==> config.mk <==
export PLATFORM = sky130hd
export DESIGN_NAME = pllsyn_ctl
export DESIGN_NICKNAME = d
export VERILOG_FILES = /design/src/rtl/pllsyn_pkg.sv /design/src/rtl/pllsyn_regs.sv /design/src/rtl/pllsyn_seq.sv /design/src/rtl/pllsyn_eff.sv /design/src/rtl/pllsyn_ctl.sv
export SDC_FILE = /design/constraint.sdc
export NUM_CORES = 1
export LEC_CHECK = 0
export ABC_AREA = 1
export ABC_CLOCK_PERIOD_IN_PS = 3050
export CAP_MARGIN = 20
export CORE_MARGIN = 4
export CORE_UTILIZATION = 45
export CTS_CLUSTER_DIAMETER = 80
export DETAILED_ROUTE_END_ITERATION = 8
export HOLD_SLACK_MARGIN = 0.02
export PLACE_DENSITY = 0.85
export SYNTH_ARGS = -nofsm -noshare
export SYNTH_HDL_FRONTEND = slang
export SYNTH_SLANG_ARGS = --single-unit
==> constraint.sdc <==
create_clock -name clk -period 3.05 [get_ports clk]
set_input_delay 0.61 -clock clk [delete_from_list [all_inputs] [get_ports clk]]
set_output_delay 0.61 -clock clk [all_outputs]
set_load 0.01 [all_outputs]
==> src/rtl/pllsyn_pkg.sv <==
package pllsyn_pkg;

    localparam int MF_W      = 5;
    localparam int OD_W      = 3;
    localparam int ODV_W     = 1 << OD_W;

    localparam int MF_LSB    = 0;
    localparam int OD_LSB    = 5;
    localparam int LOC_BIT   = 8;
    localparam int RSV_BIT   = 9;
    localparam int RST_BIT   = 10;
    localparam int IRQ_BIT   = 11;
    localparam int CTRL_BITS = 12;

    localparam int STS_LOCK_BIT = 0;
    localparam int STS_IRQ_BIT  = 1;

    typedef enum logic [1:0] {
        ST_ACQUIRE = 2'd0,
        ST_LOCKED  = 2'd1,
        ST_LOST    = 2'd2
    } seq_st_e;

    typedef struct packed {
        logic            irq_en;
        logic            rst_en;
        logic            loc_en;
        logic [OD_W-1:0] odiv;
        logic [MF_W-1:0] mfac;
    } ctrl_t;

endpackage

==> src/rtl/pllsyn_regs.sv <==
module pllsyn_regs
    import pllsyn_pkg::*;
#(
    parameter int DW       = 16,
    parameter int RESET_MF = 8
) (
    input  logic          clk,
    input  logic          rst_n,
    input  logic          wr_en,
    input  logic          addr,
    input  logic [DW-1:0] wdata,
    input  logic          lock,
    input  logic          lol_flag,
    output ctrl_t         ctrl,
    output logic          mf_wr_chg,
    output logic          irq_clr,
    output logic [DW-1:0] rd_data
);

    localparam logic [MF_W-1:0] MF_INIT = MF_W'(RESET_MF);

    logic wr_ctrl;
    logic wr_stat;

    assign wr_ctrl   = wr_en && (addr == 1'b0);
    assign wr_stat   = wr_en && (addr == 1'b1);
    assign mf_wr_chg = wr_ctrl && (wdata[MF_LSB +: MF_W] != ctrl.mfac);
    assign irq_clr   = wr_stat && wdata[STS_IRQ_BIT];

    always_ff @(posedge clk or negedge rst_n) begin
        if (!rst_n) begin
            ctrl.mfac   <= MF_INIT;
            ctrl.odiv   <= '0;
            ctrl.loc_en <= 1'b0;
            ctrl.rst_en <= 1'b0;
            ctrl.irq_en <= 1'b0;
        end else if (wr_ctrl) begin
            ctrl.mfac   <= wdata[MF_LSB +: MF_W];
            ctrl.odiv   <= wdata[OD_LSB +: OD_W];
            ctrl.loc_en <= wdata[LOC_BIT];
            ctrl.rst_en <= wdata[RST_BIT];
            ctrl.irq_en <= wdata[IRQ_BIT];
        end
    end

    always_comb begin
        rd_data = '0;
        if (addr == 1'b0) begin
            rd_data[MF_LSB +: MF_W] = ctrl.mfac;
            rd_data[OD_LSB +: OD_W] = ctrl.odiv;
            rd_data[LOC_BIT]        = ctrl.loc_en;
            rd_data[RST_BIT]        = ctrl.rst_en;
            rd_data[IRQ_BIT]        = ctrl.irq_en;
        end else begin
            rd_data[STS_LOCK_BIT]   = lock;
            rd_data[STS_IRQ_BIT]    = lol_flag;
        end
    end

endmodule

==> src/rtl/pllsyn_seq.sv <==
module pllsyn_seq
    import pllsyn_pkg::*;
#(
    parameter int LOCK_CYCLES = 64
) (
    input  logic clk,
    input  logic rst_n,
    input  logic mf_change,
    input  logic mod_en,
    input  logic rst_en,
    input  logic irq_en,
    input  logic irq_clr,
    output logic lock,
    output logic cal_restart,
    output logic lol_reset_req,
    output logic lol_flag
);

    localparam int          CW   = (LOCK_CYCLES > 2) ? $clog2(LOCK_CYCLES) : 1;
    localparam logic [CW-1:0] LAST = CW'(LOCK_CYCLES - 1);

    seq_st_e         state, state_nx;
    logic [CW-1:0]   cnt, cnt_nx;
    logic            lose;

    assign lose = (state == ST_LOCKED) && mf_change;

    always_comb begin
        state_nx = state;
        cnt_nx   = cnt;
        unique case (state)
            ST_ACQUIRE: begin
                if (mf_change) begin
                    cnt_nx = '0;
                end else if (cnt == LAST) begin
                    state_nx = ST_LOCKED;
                    cnt_nx   = '0;
                end else begin
                    cnt_nx = cnt + CW'(1);
                end
            end
            ST_LOCKED: begin
                if (mf_change) begin
                    state_nx = ST_LOST;
                    cnt_nx   = '0;
                end
            end
            ST_LOST: begin
                state_nx = ST_ACQUIRE;
                cnt_nx   = mf_change ? '0 : cnt + CW'(1);
            end
            default: begin
                state_nx = ST_ACQUIRE;
                cnt_nx   = '0;
            end
        endcase
    end

    always_ff @(posedge clk or negedge rst_n) begin
        if (!rst_n) begin
            state <= ST_ACQUIRE;
            cnt   <= '0;
        end else begin
            state <= state_nx;
            cnt   <= cnt_nx;
        end
    end

    always_ff @(posedge clk or negedge rst_n) begin
        if (!rst_n) begin
            lock          <= 1'b0;
            cal_restart   <= 1'b0;
            lol_reset_req <= 1'b0;
            lol_flag      <= 1'b0;
        end else begin
            lock          <= (state_nx == ST_LOCKED);
            cal_restart   <= mf_change && mod_en;
            lol_reset_req <= lose && rst_en;
            if (lose && irq_en)
                lol_flag <= 1'b1;
            else if (irq_clr)
                lol_flag <= 1'b0;
        end
    end

    AST_LOCK_DROP: assert property (@(posedge clk) disable iff (!rst_n)
        mf_change |=> !lock);
    AST_LOCK_HOLD: assert property (@(posedge clk) disable iff (!rst_n)
        (lock && !mf_change) |=> lock);
    AST_CAL_UNLOCKED: assert property (@(posedge clk) disable iff (!rst_n)
        cal_restart |-> !lock);
    AST_RST_SINGLE: assert property (@(posedge clk) disable iff (!rst_n)
        lol_reset_req |=> !lol_reset_req);
    AST_RST_ON_DROP: assert property (@(posedge clk) disable iff (!rst_n)
        lol_reset_req |-> (!lock && $past(lock)));
    AST_IRQ_STICKY: assert property (@(posedge clk) disable iff (!rst_n)
        (lol_flag && !irq_clr) |=> lol_flag);

endmodule

==> src/rtl/pllsyn_eff.sv <==
module pllsyn_eff
    import pllsyn_pkg::*;
(
    input  logic             bypass_mode,
    input  logic             dual_mode,
    input  logic [MF_W-1:0]  mfac,
    input  logic [OD_W-1:0]  odiv,
    input  logic             loc_en,
    output logic [MF_W-1:0]  eff_mult,
    output logic [ODV_W-1:0] out_div,
    output logic             loc_clk_en
);

    logic [ODV_W-1:0] dec;

    for (genvar g = 0; g < ODV_W; g++) begin : g_dec
        assign dec[g] = (odiv == OD_W'(g));
    end

    always_comb begin
        if (bypass_mode)
            eff_mult = MF_W'(1);
        else if (dual_mode)
            eff_mult = MF_W'(2);
        else
            eff_mult = mfac;
    end

    assign out_div    = bypass_mode ? ODV_W'(1) : dec;
    assign loc_clk_en = loc_en && !bypass_mode;

endmodule

==> src/rtl/pllsyn_ctl.sv <==
module pllsyn_ctl
    import pllsyn_pkg::*;
#(
    parameter int DW          = 16,
    parameter int LOCK_CYCLES = 64,
    parameter int RESET_MF    = 8
) (
    input  logic             clk,
    input  logic             rst_n,
    input  logic             wr_en,
    input  logic             addr,
    input  logic [DW-1:0]    wdata,
    output logic [DW-1:0]    rd_data,
    input  logic             mod_en,
    input  logic             dual_mode,
    input  logic             bypass_mode,
    output logic             lock,
    output logic             cal_restart,
    output logic             lol_reset_req,
    output logic             lol_irq,
    output logic [MF_W-1:0]  eff_mult,
    output logic [ODV_W-1:0] out_div,
    output logic             loc_clk_en
);

    ctrl_t ctrl;
    logic  mf_wr_chg;
    logic  mf_change;
    logic  irq_clr;
    logic  lol_flag;

    pllsyn_regs #(.DW(DW), .RESET_MF(RESET_MF)) u_regs (
        .clk       (clk),
        .rst_n     (rst_n),
        .wr_en     (wr_en),
        .addr      (addr),
        .wdata     (wdata),
        .lock      (lock),
        .lol_flag  (lol_flag),
        .ctrl      (ctrl),
        .mf_wr_chg (mf_wr_chg),
        .irq_clr   (irq_clr),
        .rd_data   (rd_data)
    );

    assign mf_change = mf_wr_chg && !bypass_mode && !dual_mode;

    pllsyn_seq #(.LOCK_CYCLES(LOCK_CYCLES)) u_seq (
        .clk           (clk),
        .rst_n         (rst_n),
        .mf_change     (mf_change),
        .mod_en        (mod_en),
        .rst_en        (ctrl.rst_en),
        .irq_en        (ctrl.irq_en),
        .irq_clr       (irq_clr),
        .lock          (lock),
        .cal_restart   (cal_restart),
        .lol_reset_req (lol_reset_req),
        .lol_flag      (lol_flag)
    );

    pllsyn_eff u_eff (
        .bypass_mode (bypass_mode),
        .dual_mode   (dual_mode),
        .mfac        (ctrl.mfac),
        .odiv        (ctrl.odiv),
        .loc_en      (ctrl.loc_en),
        .eff_mult    (eff_mult),
        .out_div     (out_div),
        .loc_clk_en  (loc_clk_en)
    );

    assign lol_irq = lol_flag;

    AST_LOC_NO_LOCK_EFFECT: assert property (@(posedge clk) disable iff (!rst_n)
        (lock && !mf_wr_chg) |=> (lock && !lol_reset_req));
    AST_MODE_NO_DROP: assert property (@(posedge clk) disable iff (!rst_n)
        (lock && (bypass_mode || dual_mode)) |=> lock);

endmodule

## Word level (Yosys, flattened, before mapping)

Index checks and enable logic that the tools add are counted.

- Bits in registers: 23
- Output and inout bits: 34
- Input port bits: 23

- Muxes and demuxes: 17
- Bitwise logic cells: 1
- Reductions and logical operators: 16
- Equal/unequal tests: 13
- Add/sub/neg operators: 1

Operator list:

| operator | count |
|---|---|
| $mux 6 | 4 |
| $pmux 6 s3 | 1 |
| $eq 3x3->1 const B | 4 |
| $logic_and 1x1->1 | 11 |
| $mux 2 | 5 |
| $mux 5 | 2 |
| $mux 8 | 1 |
| $mux 7 | 1 |
| $add 6x1->6 const B | 1 |
| $eq 3x2->1 const B | 2 |
| $eq 6x6->1 const B | 1 |
| $ne 5x5->1 | 1 |
| $eq 2x1->1 const B | 2 |
| $pmux 2 s2 | 1 |
| $eq 3x1->1 const B | 1 |
| $logic_not 3->1 | 1 |
| $eq 2x2->1 const B | 1 |
| $logic_not 1->1 | 2 |
| $logic_not 2->1 | 1 |
| $mux 1 | 2 |
| $ne 2x1->1 const B | 1 |
| $reduce_bool 2->1 | 1 |
| $not 1->1 | 1 |

## Longest topological paths before layout

Gate-level depths: netlist (run 1).

- Depth in word-level cells: 8
- Mapped depth: 9

## Cells and area by module

Synthesis (run 1) repeated with hierarchy kept, for this count alone.

- Cell total of the unflattened synthesis: 193
- Area, all modules: 1363.8 µm²

By module, submodules not included:

| module | cells an instance | sequential area each (µm²) | times used | area each (µm²) |
|---|---|---|---|---|
| pllsyn_regs | 91 | 276.5 | 1 | 648.1 |
| pllsyn_seq | 66 | 300.3 | 1 | 558.0 |
| pllsyn_eff | 33 | 0.0 | 1 | 143.9 |
| pllsyn_ctl | 3 | 0.0 | 1 | 13.8 |

## Worst setup path before layout (run 1)

No wires, ideal clock.

- Path type: input to output
- Start point: input port addr
- End point: output port rd_data[0]
- Stages on the path: 3
- Arrival time: 1.066 ns
- Data required time: 2.440 ns
- Path slack: 1.374 ns
- Path buffers: 1
- Path through: clkbuf_1 nand2_1 o21ai_0

- Word-level cells in the longest chain between the ends: 1

Ends and longest elaborated chain:

| item | line | RTL |
|---|---|---|
| start: declaration | pllsyn_ctl.sv:11 | `input logic addr,` |
| $mux 2 | pllsyn_regs.sv:48 | `if (addr == 1'b0) begin` |
| end: declaration | pllsyn_ctl.sv:13 | `output logic [DW-1:0] rd_data,` |

Every way passes these cells.

## Worst setup path after layout (run 1)

- Start point: input port addr
- End point: output port rd_data[8]

- Word-level cells in the longest chain between the ends: 1

Ends and longest elaborated chain:

| item | line |
|---|---|
| $mux 7 | pllsyn_regs.sv:48 |

Every way passes these cells.

==> results of run 1 <==
-- synthesized netlist by cell type (2+ instances only) --
library cell | count | share of area (%)
a21oi_1 | 9 | 3.5
nor2_2 | 2 | 0.96
o21a_1 | 2 | 1.2
inv_1 | 22 | 6.4
inv_2 | 3 | 0.87
buf_2 | 2 | 0.77
nand3_1 | 11 | 4.2
o21ai_0 | 8 | 3.1
nand2_2 | 2 | 0.96
nand4_1 | 3 | 1.4
nor2_1 | 36 | 10
buf_4 | 5 | 2.9
nand2_1 | 35 | 10
dfrtp_1 | 22 | 42
nand3_2 | 2 | 1.5
-- metrics by stage --
| step | hold WS [ns] | utilization (%) | setup WS, ns | area [um^2] | power (mW) |
|---|---|---|---|---|---|
| floorplan | 0.314 | - | 1.37 | 1310 | 0.657 |
| global placement | 0.498 | 64.2 | 0.283 | 1770 | 0.777 |
| detailed placement | 0.506 | 64.2 | 0.263 | 1770 | 0.789 |
| CTS | 0.529 | 65.1 | 0.264 | 1800 | 0.930 |
| global route | 0.572 | 65.1 | 0.162 | 1800 | 0.994 |
| finish | 0.526 | 65.1 | 0.263 | 1800 | 0.917 |
-- state kept, by name, indices dropped and copies added, names as in the netlist --
signal and count:
u_seq.lol_reset_req 1, u_seq.cnt 6, u_seq.lol_flag 1, u_regs.ctrl 11, u_seq.cal_restart 1, u_seq.lock 1
u_seq.state 2
-- layout make-up --
| type | count | area, um^2 |
|---|---|---|
| timing repair buffer | 49 | 483 |
| clock buffer | 4 | 26.3 |
| fill | 242 | 962 |
| tap | 31 | 38.8 |
| inverter | 25 | 93.8 |
| multi-input combinational | 123 | 577 |
| sequential | 23 | 577 |
-- worst paths after layout --
| path | startpoint | end | slack, ns | cells past startpoint |
|---|---|---|---|---|
| max | addr | rd_data[8] | 0.26 | 4 |
| min | u_regs.ctrl[3] | u_regs.ctrl[3] | 0.53 | 2 |
| max reg2reg | u_seq.cnt[0] | u_seq.cnt[1] | 1.58 | 6 |
| min reg2reg | u_regs.ctrl[3] | u_regs.ctrl[3] | 0.53 | 2 |
| max in group asynchronous | rst_n | u_regs.ctrl[3] | 2.14 | 2 |
| min in group asynchronous | rst_n | u_seq.cnt[3] | 0.63 | 2 |
-- layer usage --
metal / GRT usage (%) / up-vias / wire, um
li1: - / 630 / -
met1: 21.3 / 557 / 1310
met2: 30.3 / 30 / 1530
met3: 4.13 / 0 / 157
met4: 2.73 / 0 / 0
met5: 0 / - / 0
-- where the power goes --
group | leakage (nW) | internal, mW | switching [mW]
registers | 0.279 | 0.371 | 0.0605
clock network | 0.0150 | 0.0511 | 0.0857
logic | 0.586 | 0.172 | 0.176
-- kinds of logic (layout without fill, tap and decap cells) --
family          Yosys count  in the layout  share of synthesized area, %
other cells               1              5                         0.289
compound gates           21             21                          8.86
fa+ha+maj                 1              1                         0.963
xor+xnor                  2              2                          1.35
simple gates             94             94                          31.8
buf+inv                  34             78                          12.3
flops                    23             23                          44.4
-- critical path, cell delays in order --
cell and delay (ns):
clkdlybuf4s50_1 0.65, buf_4 0.28, nor2_1 0.10, clkdlybuf4s50_1 0.54
==> impl_metrics.csv, run 1 <==
group,metric,value,unit
cells_and_area,drive_gt1_share,8.48,%
min_path,hp-class,"reg -> reg",
grt,grt_antenna_before_repair,0,
logic_synthesis,synth.cell_area,1300,um^2
sta,fin_worst_skew,0.00370,ns
cells_and_area,nets,249,
logic_synthesis,seq_area_frac_synth,44.4,%
worst_setup_path,cp-end-kind,"primary output",
cells_and_area,layout.cells.non_filler,255,
worst_setup_path,arrival,2.18,ns
placed_design,post-place-cells,251,
floorplan,dieArea,3810,um^2
clock_tree,clk_pin_slew,0.12,ns
detailed_routing,totalWireLength,2990,um
detailed_routing,vias_per_cell,4.77,
grt,grt_max_degree,24,
cells_and_area,final_cell_mix,"clkdlybuf4s50_1, nor2_1, nand2_1",
logic_synthesis,synth_seq_cells,23,
clock_tree,cts_tree,"built",
detailed_routing,vias,1217,
floorplan,rows,19,
detailed_routing,wl_per_cell,11.7,um
sta,fin_crit,2.79,ns
detailed_routing,ant_nets,0,
detailed_routing,first_pass_iters,4,
logic_synthesis,syn_area_per_cell,7.38,um^2
cells_and_area,diodes,0,
clock_tree,cts.sinks,23,
sta,rsz0062_at_grt,"false",
clock_tree,cts_made_buffers,3,
worst_setup_path,worst-path-max-fanout,12,
detailed_routing,drc,0,
power_and_ir_drop,p_leak,0.880,nW
grt,first_global_vias,1102,
floorplan,ioPinCount,57,
sta,final-hold-violation-count,0,
floorplan,core,2760,um^2
sta,clock.fmax,0.359,GHz
grt,grtUsageTotal,17.0,%
clock_tree,h-tree-depth,1,
clock_tree,cts_hold_buf,0,
sta,slew_viol_final,0,
worst_setup_path,cp.required,2.44,ns
power_and_ir_drop,ir_drop,476,uV
clock_tree,clk_latency,0.31,ns
cells_and_area,layout_commonest_cell,"clkdlybuf4s50_1",
clock_tree,cts_resized,0,
placed_design,portBuffers,46,
floorplan,die_w,61.7,um
sta,setup_viol,0,
logic_synthesis,yosys_warnings,0,
placed_design,dp_hpwl,2310,um
sta,fin_tns_setup,0,ns
cells_and_area,areaGrowthSynthToFinish,38.2,%
logic_synthesis,synth_edf_count,0,
floorplan,start_util,47.1,%
grt,grt_pass1_wl,4890,um
power_and_ir_drop,p_per_area,510,nW/um^2
worst_setup_path,critical_path_class,"in -> out",
clock_tree,cts_setup_buffers,0,
placed_design,gp_congestion,0.760,
sta,period_share,91.4,%
clock_tree,cts_root_buf,"clkbuf_4",
floorplan,die_h,61.7,um
logic_synthesis,synth_async_sr_flop_share,100,%
logic_synthesis,synth_cells,176,
clock_tree,ctsLongestPathBuffers,2,
logic_synthesis,synth_ff_type,"dfrtp_1",
worst_setup_path,cp-start-kind,"primary input",
detailed_routing,initialDrtViolationCount,23,
outcome,outcome,"finished, final reports clean",
logic_synthesis,synth.distinct_cells,27,
run,cap_violations,0,
grt,gr-total-overflow,0,
Power figures use the tool's default switching activity.
==> inputs of run 2 (changes only) <==
--- a/config.mk
+++ b/config.mk
@@ -5,15 +5,14 @@
 export SDC_FILE = /design/constraint.sdc
 export NUM_CORES = 1
 export LEC_CHECK = 0
-export ABC_AREA = 1
 export ABC_CLOCK_PERIOD_IN_PS = 3050
 export CAP_MARGIN = 20
 export CORE_MARGIN = 4
-export CORE_UTILIZATION = 45
+export CORE_UTILIZATION = 44
 export CTS_CLUSTER_DIAMETER = 80
 export DETAILED_ROUTE_END_ITERATION = 8
 export HOLD_SLACK_MARGIN = 0.02
-export PLACE_DENSITY = 0.85
+export PLACE_DENSITY = 0.84
 export SYNTH_ARGS = -nofsm -noshare
 export SYNTH_HDL_FRONTEND = slang
 export SYNTH_SLANG_ARGS = --single-unit
==> impl_metrics.csv, run 2 <==
group,metric,value,unit
logic_synthesis,synthTopCellsByArea,"dfrtp_1, mux2_2, nor2b_1",
logic_synthesis,synth_compound_area_share,7.58,%
detailed_routing,vias_per_cell,5.20,
floorplan,die_w,61.8,um
logic_synthesis,syn_area_per_cell,10.2,um^2
cells_and_area,largest-register,"u_regs.ctrl",
sta,setup_viol,0,
detailed_routing,ant_nets,0,
worst_setup_path,r2r_setup_slack,1.45,ns
placed_design,dpl-instance-area,1750,um^2
logic_synthesis,synth_top_area_share,43.3,%
worst_setup_path,cp-end-kind,"primary output",
logic_synthesis,yosys.area_share.xor_xnor,4.82,%
run,cap_violations,0,
clock_tree,cts_made_buffers,3,
cells_and_area,diodes,0,
min_path,holdCritStartpoint,"u_seq.lol_flag",
worst_setup_path,crit_chain,"clkdlybuf4s50_1 -> nand2b_1 -> nor3_1 -> clkdlybuf4s50_1",
logic_synthesis,synth_async_sr_flop_share,100,%
sta,worst_slew_pin_slew,0.568,ns
worst_setup_path,worst-path-max-fanout,9,
worst_setup_path,ff2ff_path_depth,5,
grt,busiest_layer,"met2",
logic_synthesis,synth-adder-area-share,0.984,%
floorplan,core,2760,um^2
worst_setup_path,cp_top_family,"buffers and inverters",
clock_tree,cts_root_buf,"clkbuf_4",
worst_setup_path,cp.required,2.44,ns
logic_synthesis,synth_ff_type,"dfrtp_1",
worst_setup_path,critical_path_class,"in -> out",
cells_and_area,drive_gt1_share,16.2,%
sta,final-hold-violation-count,0,
clock_tree,cts_hold_buf,0,
detailed_routing,initialDrtViolationCount,32,
worst_setup_path,arrival,2.15,ns
worst_setup_path,cp_slowest_cell,"clkdlybuf4s50_1",
logic_synthesis,synth_top_family_by_area,"simple AND/OR/NAND/NOR gates",
detailed_routing,drc,0,
worst_setup_path,reg2reg_from,"u_seq.cnt[0]",
clock_tree,h-tree-depth,1,
worst_setup_path,cpPeakStageDelay,0.57,ns
floorplan,die_h,61.8,um
floorplan,ioPinCount,57,
placed_design,portBuffers,46,
grt,grt_util_met3,2.69,%
worst_setup_path,path_buf_inv,2,
sta,period_share,90.5,%
cells_and_area,layout_commonest_cell,"clkdlybuf4s50_1",
worst_setup_path,reg2reg_to,"u_seq.cnt[3]",
grt,grtUsageMet1,19.4,%
sta,slew_viol_final,0,
min_path,hold_depth,1,
detailed_routing,vias,1061,
logic_synthesis,seq_area_frac_synth,45.4,%
placed_design,dp_hpwl,2310,um
power_and_ir_drop,p_per_area,498,nW/um^2
outcome,outcome,"finished, final reports clean",
worst_setup_path,crit_path_frequent_cell,"clkdlybuf4s50_1",
clock_tree,cts_resized,0,
logic_synthesis,synth.cell_area,1270,um^2
grt,grt_antenna_before_repair,0,
sta,max_slew_margin,62.1,%
detailed_routing,totalWireLength,2900,um
logic_synthesis,yosys-top-cells-count,"dfrtp_1, mux2_2, nor2_1, nor2b_1, nor3_1",
power_and_ir_drop,ir_drop,381,uV
detailed_routing,wl_per_cell,14.2,um
logic_synthesis,synthSimpleGateAreaFrac,24.0,%
cells_and_area,reg_top3,"u_regs.ctrl: 11 flops, u_seq.cnt: 6 flops, u_seq.state: 2 flops",
clock_tree,clk_latency,0.31,ns
grt,gr-total-overflow,0,
logic_synthesis,synth_seq_cells,23,
grt,first_global_vias,1045,
cells_and_area,final_cell_mix,"clkdlybuf4s50_1, dfrtp_1, mux2_2",
logic_synthesis,synth_top_area_cell,"dfrtp_1",
clock_tree,cts_tree,"built",
sta,clock.fmax,0.362,GHz
floorplan,rows,19,
placed_design,gp_congestion,0.822,
logic_synthesis,synth_cells,125,
clock_tree,ctsLongestPathBuffers,2,
cells_and_area,nets,198,
grt,grtUsageTotal,16.3,%
logic_synthesis,yosysMostFrequentCell,"dfrtp_1",
logic_synthesis,synth.distinct_cells,34,
detailed_routing,first_pass_iters,4,
cells_and_area,areaGrowthSynthToFinish,40.2,%
clock_tree,cts.sinks,23,
sta,fin_worst_skew,0.00154,ns
floorplan,dieArea,3810,um^2
grt,grt_max_degree,24,
power_and_ir_drop,p_leak,0.744,nW
cells_and_area,final_area,1780,um^2
grt,grt_pass1_wl,4650,um
min_path,holdPathEnd,"u_seq.lol_flag",
clock_tree,clk_pin_slew,0.12,ns
cells_and_area,largest_reg_flops,11,
floorplan,start_util,46.1,%
worst_setup_path,cp-start-kind,"primary input",
logic_synthesis,muxShareOfSynthArea,11.5,%
logic_synthesis,yosys_warnings,0,
logic_synthesis,synth_edf_count,0,
min_path,hp-class,"reg -> reg",
sta,fin_tns_setup,0,ns
grt,use_met2,29.6,%
clock_tree,cts_setup_buffers,0,
sta,fin_crit,2.76,ns
sta,rsz0062_at_grt,"false",
## run 2: changes by cell type after synthesis, sizes merged, moves of 4 or more
cell,change
nand3,-10
inv,-23
nand2,-33
nor3,+6
a21oi,-4
nor2b,+12
nand2b,+4
o21ai,-8
nor2,-25
and2,+4
mux2,+13
## run 2: where the power goes
group          leakage (nW)  internal, mW  switching, mW
combinational         0.439         0.181          0.134
clock                0.0177        0.0491         0.0914
sequential            0.288         0.365         0.0678
total                 0.744         0.595          0.293
## run 2: worst max path at each step
stage / from / to / slack [ns] / cells after the start
2_1_floorplan: bypass_mode / out_div[2] / 1.23 / 3
3_3_place_gp: bypass_mode / out_div[2] / 0.33 / 4
3_5_place_dp: bypass_mode / out_div[2] / 0.30 / 4
4_1_cts: bypass_mode / out_div[2] / 0.29 / 4
5_1_grt: bypass_mode / out_div[2] / 0.14 / 4
6_report: bypass_mode / out_div[2] / 0.29 / 4
## run 2: routing by layer
metal	part of all wire, %	vias up
met3	10	3
met1	40	505
met2	49	43
met4	0.93	0
li1	-	510
met5	0	-
## run 2: cell families (layout without fill, tap and decap cells)
family          Yosys count  count (layout)
compound gates           12              12
buf+inv                  12              56
other cells               1               5
simple gates             56              56
fa+ha+maj                 1               1
flops                    23              23
mux                      13              13
xor+xnor                  7               7
## run 2: final cells by class
| class | instances | area, um^2 |
|---|---|---|
| clock buffers | 3 | 22.5 |
| clock inverters | 1 | 5.00 |
| fillers | 235 | 976 |
| inverters | 2 | 7.51 |
| multi-input cells | 94 | 641 |
| flip-flops and latches | 23 | 577 |
| well taps | 31 | 38.8 |
| repair buffers | 50 | 490 |
## run 2: worst register-to-register path, cell delays in order, from the launching register on
cell and delay, ns:
dfrtp_1 0.42, ha_1 0.25, nand2_2 0.08, or4_4 0.53
nand3b_1 0.12, a311oi_2 0.09
## run 2: metrics by stage
step	hold WS (ns)	util (%)	power, mW	worst slack, ns	std cells
finish	0.536	64.6	0.888	0.290	204
detailed placement	0.512	63.6	0.760	0.295	200
CTS	0.541	64.6	0.898	0.295	204
global route	0.549	64.6	0.957	0.142	204
floorplan	0.314	-	0.626	1.23	129
global placement	0.499	63.6	0.737	0.326	200
